$ cat src/rtl/wda_pkg.sv
`timescale 1ns/1ps
package wda_pkg;

  typedef enum logic {
    DRAM_DDR1 = 1'b0,
    DRAM_DDR2 = 1'b1
  } dram_mode_e;

  // Cycles from the output command to the output data word.
  function automatic int unsigned data_delay(dram_mode_e mode, int unsigned cwl,
                                             int unsigned wlat);
    if (mode == DRAM_DDR2) return 1 + cwl + wlat;
    return 1;
  endfunction

endpackage

$ cat src/rtl/wda_cfg.sv
`timescale 1ns/1ps
module wda_cfg #(
  parameter int CWL_W  = 3,
  parameter int WLAT_W = 3,
  parameter int DLY_W  = 4
) (
  input  logic              clk,
  input  logic              rst,
  input  logic              phy_init_done,
  input  logic              cfg_ddr2,
  input  logic [CWL_W-1:0]  cfg_cwl,
  input  logic [WLAT_W-1:0] cfg_phy_wlat,
  input  logic              in_wr,
  output logic              accept,
  output logic [DLY_W-1:0]  dly,
  output logic              err
);
  import wda_pkg::*;

  dram_mode_e mode;
  assign mode   = dram_mode_e'(cfg_ddr2);
  assign accept = in_wr & phy_init_done;

  always_ff @(posedge clk) begin
    if (rst) begin
      dly <= DLY_W'(1);
      err <= 1'b0;
    end else begin
      if (!phy_init_done)
        dly <= DLY_W'(data_delay(mode, int'(cfg_cwl), int'(cfg_phy_wlat)));
      if (in_wr && !phy_init_done)
        err <= 1'b1;
    end
  end
endmodule

$ cat src/rtl/wda_delay_line.sv
`timescale 1ns/1ps
module wda_delay_line #(
  parameter int W     = 72,
  parameter int DEPTH = 15
) (
  input  logic                      clk,
  input  logic                      rst,
  input  logic                      in_v,
  input  logic [W-1:0]              in_d,
  output logic [DEPTH-1:0]          stage_v,
  output logic [DEPTH-1:0][W-1:0]   stage_d
);
  genvar k;
  generate
    for (k = 0; k < DEPTH; k++) begin : g_stage
      if (k == 0) begin : g_head
        always_ff @(posedge clk) begin
          if (rst) stage_v[0] <= 1'b0;
          else     stage_v[0] <= in_v;
          stage_d[0] <= in_d;
        end
      end else begin : g_body
        always_ff @(posedge clk) begin
          if (rst) stage_v[k] <= 1'b0;
          else     stage_v[k] <= stage_v[k-1];
          stage_d[k] <= stage_d[k-1];
        end
      end
    end
  endgenerate
endmodule

$ cat src/rtl/wda_lane_regs.sv
`timescale 1ns/1ps
module wda_lane_regs #(
  parameter int NLANE = 4
) (
  input  logic             clk,
  input  logic             rst,
  input  logic             d,
  output logic [NLANE-1:0] q
);
  genvar i;
  generate
    for (i = 0; i < NLANE; i++) begin : g_lane
      always_ff @(posedge clk) begin
        if (rst) q[i] <= 1'b0;
        else     q[i] <= d;
      end
    end
  endgenerate
endmodule

$ cat src/rtl/wr_data_aligner.sv
`timescale 1ns/1ps
module wr_data_aligner #(
  parameter int DRAM_DW = 32,
  parameter int RATIO   = 2,
  parameter int CWL_W   = 3,
  parameter int WLAT_W  = 3,
  localparam int DFI_DW = DRAM_DW * RATIO,
  localparam int DFI_MW = DFI_DW / 8,
  localparam int NLANE  = DRAM_DW / 8
) (
  input  logic              clk,
  input  logic              rst,
  input  logic              phy_init_done,
  input  logic              cfg_ddr2,
  input  logic [CWL_W-1:0]  cfg_cwl,
  input  logic [WLAT_W-1:0] cfg_phy_wlat,
  input  logic              in_wr,
  input  logic [DFI_DW-1:0] in_data,
  input  logic [DFI_MW-1:0] in_mask,
  output logic              wr_cmd_o,
  output logic [NLANE-1:0]  wr_en_unshifted_o,
  output logic [NLANE-1:0]  wr_en_o,
  output logic [DFI_DW-1:0] wr_data_o,
  output logic [DFI_MW-1:0] wr_mask_o,
  output logic              wr_err_o
);
  localparam int MAXD  = 1 + (2**CWL_W - 1) + (2**WLAT_W - 1);
  localparam int DEPTH = MAXD;
  localparam int DLY_W = $clog2(MAXD + 1);
  localparam int PW    = DFI_DW + DFI_MW;

  logic                    accept;
  logic [DLY_W-1:0]        dly;
  logic [DEPTH-1:0]        stage_v;
  logic [DEPTH-1:0][PW-1:0] stage_d;
  logic                    en_src;
  logic                    dsrc_v;
  logic [PW-1:0]           dsrc_d;

  wda_cfg #(.CWL_W(CWL_W), .WLAT_W(WLAT_W), .DLY_W(DLY_W)) cfg_i (
    .clk(clk), .rst(rst), .phy_init_done(phy_init_done),
    .cfg_ddr2(cfg_ddr2), .cfg_cwl(cfg_cwl), .cfg_phy_wlat(cfg_phy_wlat),
    .in_wr(in_wr), .accept(accept), .dly(dly), .err(wr_err_o)
  );

  wda_delay_line #(.W(PW), .DEPTH(DEPTH)) line_i (
    .clk(clk), .rst(rst), .in_v(accept), .in_d({in_mask, in_data}),
    .stage_v(stage_v), .stage_d(stage_d)
  );

  // Tap selection: the enable leads the data tap by one stage.
  always_comb begin
    en_src = accept;
    dsrc_v = 1'b0;
    dsrc_d = '0;
    for (int k = 0; k < DEPTH; k++) begin
      if (int'(dly) == k + 2) en_src = stage_v[k];
      if (int'(dly) == k + 1) begin
        dsrc_v = stage_v[k];
        dsrc_d = stage_d[k];
      end
    end
  end

  wda_lane_regs #(.NLANE(NLANE)) unsh_i (
    .clk(clk), .rst(rst), .d(accept), .q(wr_en_unshifted_o)
  );

  wda_lane_regs #(.NLANE(NLANE)) shft_i (
    .clk(clk), .rst(rst), .d(en_src), .q(wr_en_o)
  );

  always_ff @(posedge clk) begin
    if (rst) begin
      wr_cmd_o  <= 1'b0;
      wr_data_o <= '0;
      wr_mask_o <= '0;
    end else begin
      wr_cmd_o <= accept;
      if (dsrc_v) begin
        wr_data_o <= dsrc_d[DFI_DW-1:0];
        wr_mask_o <= dsrc_d[PW-1:DFI_DW];
      end else begin
        wr_data_o <= '0;
        wr_mask_o <= '0;
      end
    end
  end
endmodule

$ cat config.mk
export PLATFORM = sky130hd
export DESIGN_NAME = wr_data_aligner
export DESIGN_NICKNAME = d
export VERILOG_FILES = /design/src/rtl/wda_pkg.sv /design/src/rtl/wda_cfg.sv /design/src/rtl/wda_delay_line.sv /design/src/rtl/wda_lane_regs.sv /design/src/rtl/wr_data_aligner.sv
export SDC_FILE = /design/constraint.sdc
export NUM_CORES = 1
export LEC_CHECK = 0
export ABC_AREA = 1
export BUFFER_PORTS_ARGS = -buffer_cell sky130_fd_sc_hd__buf_4
export CAP_MARGIN = 10
export CORE_MARGIN = 2
export CORE_UTILIZATION = 35
export CTS_CLUSTER_DIAMETER = 80
export DETAILED_ROUTE_END_ITERATION = 12
export GPL_TIMING_DRIVEN = 0
export PLACE_DENSITY_LB_ADDON = 0.25
export SYNTH_ARGS = -nofsm -noshare
export SYNTH_HDL_FRONTEND = slang
export SYNTH_HIERARCHICAL = 1
export SYNTH_SLANG_ARGS = --single-unit
$ cat constraint.sdc
create_clock -name clk -period 5.3 [get_ports clk]
set_clock_uncertainty 0.15 [all_clocks]
set_input_delay 0.795 -clock clk [delete_from_list [all_inputs] [get_ports clk]]
set_output_delay 0.795 -clock clk [all_outputs]
set_load 0.02 [all_outputs]
==> summary.txt <==
Routing
  • Routed Antenna Nets: 0
  • Final WL: 76.9 mm
  • First-pass DRT Iterations: 5
  • Vias: 19938
  • Routed length per instance: 16.7 µm
  • DRC viols: 0
  • Vias/cell: 4.34
  • 1st-iter DRT viols: 1171

Timing
  • RSZ-0062 raised after global routing: no
  • Setup ws final: 1.73 ns
  • Fmax: 280 MHz
  • Final setup viols: 0
  • Final min period: 3.57 ns
  • Sum Neg Setup Slack: 0 ns
  • Slew Limit Headroom: 0.485
  • Final Max Tran Viols: 0
  • Fin crit share: 0.674
  • Endpoints failing hold: 0
  • Worst slew pin tran: 0.770 ns

CTS
  • Worst skew pair latency: 0.67 ns
  • Reg clk slew, reported paths: 0.06 ns
  • Root Buffer: clkbuf_16
  • TritonCTS buffer count: 109
  • Cts hold-fix bufs: 0
  • Clk buf depth: 3
  • TritonCTS clock tree: built
  • CTS H-tree depth: 3
  • CTS resizes: 0
  • Post-CTS setup buffers: 0
  • CTS Sinks: 1175

Power and ir drop
  • Max IR drop VDD: 0.000286 V
  • Psw: 4.00 mW
  • Logic pwr share: 0.046
  • Clock network fraction of total power: 0.433
  • P_int: 14.2 mW
  • Pwr/cell area: 476 mW/mm²
  • Sequential power share: 0.521
  • Power consumption: 18.2 mW
  • Leak: 16.0 nW
  • Switching portion of total power: 0.219

Worst hold path
  • Worst hold path type: input port to register
  • Hold Path Origin: in_data[60]

Global routing
  • Grt met1 use: 0.239
  • First-pass GRT wire length: 117 mm
  • Initial antenna violation count: 0
  • Total gr overflow: 0
  • Gr usage total: 0.163
  • Pin count of the biggest net entering global routing: 16
  • GRT busiest layer: met2
  • Global Route met3 Usage: 0.0244
  • Met2 usage: 0.249
  • Vias in the first global route: 19206

Critical path
  • Crit-path max FO: 10
  • Crit path DAT: 3.97 ns
  • Worst Path Buf+Inv: 2
  • CP Data Required Time: 5.69 ns
  • Slowest CP cell: dfxtp_1
  • CP startpoint: cfg_i/dly[0]
  • Crit path kind: register to register
  • Critical path capture point type: register
  • CP Cell Sequence: inv_1 > nand2_1 > nor2_2 > clkbuf_1 > nand2_1 > nand3_1 > a211oi_1 > nand4_1 > o21ai_0 > nand4_1 > o21ai_0 > nand4_1 > nor2_1 > nor2_1
  • Worst R2R Start: cfg_i/dly[0]
  • Max stage delay on crit path: 0.50 ns
  • Crit path top cell by count: nand4_1
  • Setup crit start kind: register
  • Crit-path leading delay family: simple AND/OR/NAND/NOR gates

Die
  • Die area: 0.0937 mm²
  • Initial Util: 0.354
  • Die H: 306 µm
  • I/O pins: 165
  • Cell Rows: 110
  • Die Wd: 306 µm
  • Core footprint: 0.0903 mm²

Final layout
  • Layout cells sized above 1: 0.118
  • Layout area overhead: 20.1%
  • Diode count: 0
  • Filler instances: 8696
  • # nets final: 3415
  • Commonest non-fill, non-tap cell in the layout: dfxtp_1
  • Sequential Area: 0.0235 mm²
  • Commonest non-fill, non-tap cells in the layout: 1175 x dfxtp_1, 719 x nand2_1, 223 x nor2_1
  • Final core utilization: 0.425
  • Final instance area: 0.0384 mm²
  • Area of the multi-input gates: 0.00734 mm²

Logic synthesis
  • Register area share after synthesis: 0.736
  • Synth Instances: 3053
  • Post-synth cell types: 33
  • Netlist Area Pre-Place: 0.0320 mm²
  • Mapped Avg Cell Area: 10.5 µm²
  • Warnings from Yosys: 6
  • Flops & latches, synth: 1175
  • Post-synth net total: 3140

Placed design
  • Placed Area: 0.0347 mm²
  • Pre-CTS setup slack: 1.85 ns
  • Port Buffers: 164
  • Dpl hpwl: 57.7 mm
  • Gpl congestion: 0.805

Status
  • Status: finished, final reports clean

Flow run
  • Max-Cap Viols: 0
## worst register-to-register path, delay by kind of cell, from the launching register on
| kind | cells | cell delay, ns |
|---|---|---|
| buffers and inverters | 2 | 0.48 |
| flip-flops | 1 | 0.50 |
| AND/OR/NAND/NOR | 9 | 1.52 |
| AO/OA/AOI/OAI | 3 | 0.81 |
## synth_stat cells
cell | count | area [µm²]
o21ai_0 | 86 | 430
nand2_2 | 2 | 12.5
nand4_1 | 200 | 1250
buf_6 | 1 | 11.3
a211oi_1 | 12 | 90.1
nand3_1 | 151 | 756
buf_4 | 6 | 45.0
o211ai_1 | 3 | 22.5
dfxtp_1 | 1175 | 23500
a31o_2 | 1 | 8.76
a21oi_1 | 130 | 651
a221oi_1 | 6 | 52.6
a211o_2 | 1 | 10.0
mux2i_1 | 15 | 150
nor3b_1 | 1 | 7.51
inv_2 | 6 | 22.5
or2_1 | 1 | 6.26
or2_2 | 4 | 25.0
a21oi_2 | 1 | 8.76
nor2_1 | 223 | 837
o21ai_1 | 23 | 115
ha_1 | 3 | 37.5
o22ai_1 | 14 | 87.6
nor2_2 | 6 | 37.5
clkinv_1 | 1 | 3.75
buf_2 | 30 | 150
o32ai_1 | 2 | 17.5
clkbuf_1 | 94 | 353
nand2_1 | 719 | 2700
buf_1 | 13 | 48.8
fa_1 | 1 | 20.0
o2111ai_1 | 1 | 8.76
inv_1 | 121 | 454
## final timing paths
check | endpoint | slack, ns | cells past startpoint
max | wr_data_o[45] | 1.73 | 14
min | line_i/stage_d[60] | 0.08 | 1
max reg2reg | wr_data_o[45] | 1.73 | 14
min reg2reg | line_i/stage_d[144] | 0.18 | 0
## sequential cells by signal, indices dropped and copies added, names as in the netlist
name	flops
unsh_i/q	1
wr_data_o	64
cfg_i/err	1
line_i/stage_d	1080
shft_i/q	1
wr_cmd_o	1
line_i/stage_v	15
wr_mask_o	8
cfg_i/dly	4
## kinds of logic (layout without fill, tap and decap cells)
family | Yosys count | after routing | synth area share
buffers and inverters | 272 | 639 | 0.0341
multiplexers | 15 | 15 | 0.00470
AND/OR/NAND/NOR | 1307 | 1307 | 0.176
flip-flops | 1175 | 1175 | 0.736
adder cells (fa/ha/maj) | 4 | 4 | 0.00180
AO/OA/AOI/OAI | 280 | 280 | 0.0470
## final cells by class
type | instances | share of cell area
Buffer | 144 | 0.0158
Clock buffer | 165 | 0.0858
Clock inverter | 38 | 0.0111
Inverter | 128 | 0.0125
Multi-Input combinational cell | 1606 | 0.191
Sequential cell | 1175 | 0.613
Tap cell | 1176 | 0.0383
Timing Repair Buffer | 164 | 0.0321
## power groups by stage
stage               sequential, mW  clock, mW  combinational, mW
finish                        9.50       7.90              0.839
global route                  9.55       8.44              0.940
CTS                           9.50       8.07              0.840
detailed placement            9.70          0              0.832
global placement              9.68          0              0.835
floorplan                     9.64          0              0.457
## per-stage QoR
step / hold WS (ns) / std cells
after floorplan: 0.176 / 3053
after global placement: 0.180 / 4393
after detailed placement: 0.181 / 4393
after CTS: 0.0257 / 4596
after global routing: 0.0474 / 4596
final: 0.0755 / 4596
## per-layer routing
layer  vias to the layer above  share of wire
met3                        84          0.038
li1                      10537              -
met1                      8905           0.52
met2                       412           0.43
met4                         0          0.018
met5                         -              0
Note: power is estimated with default switching activity, not from simulation.
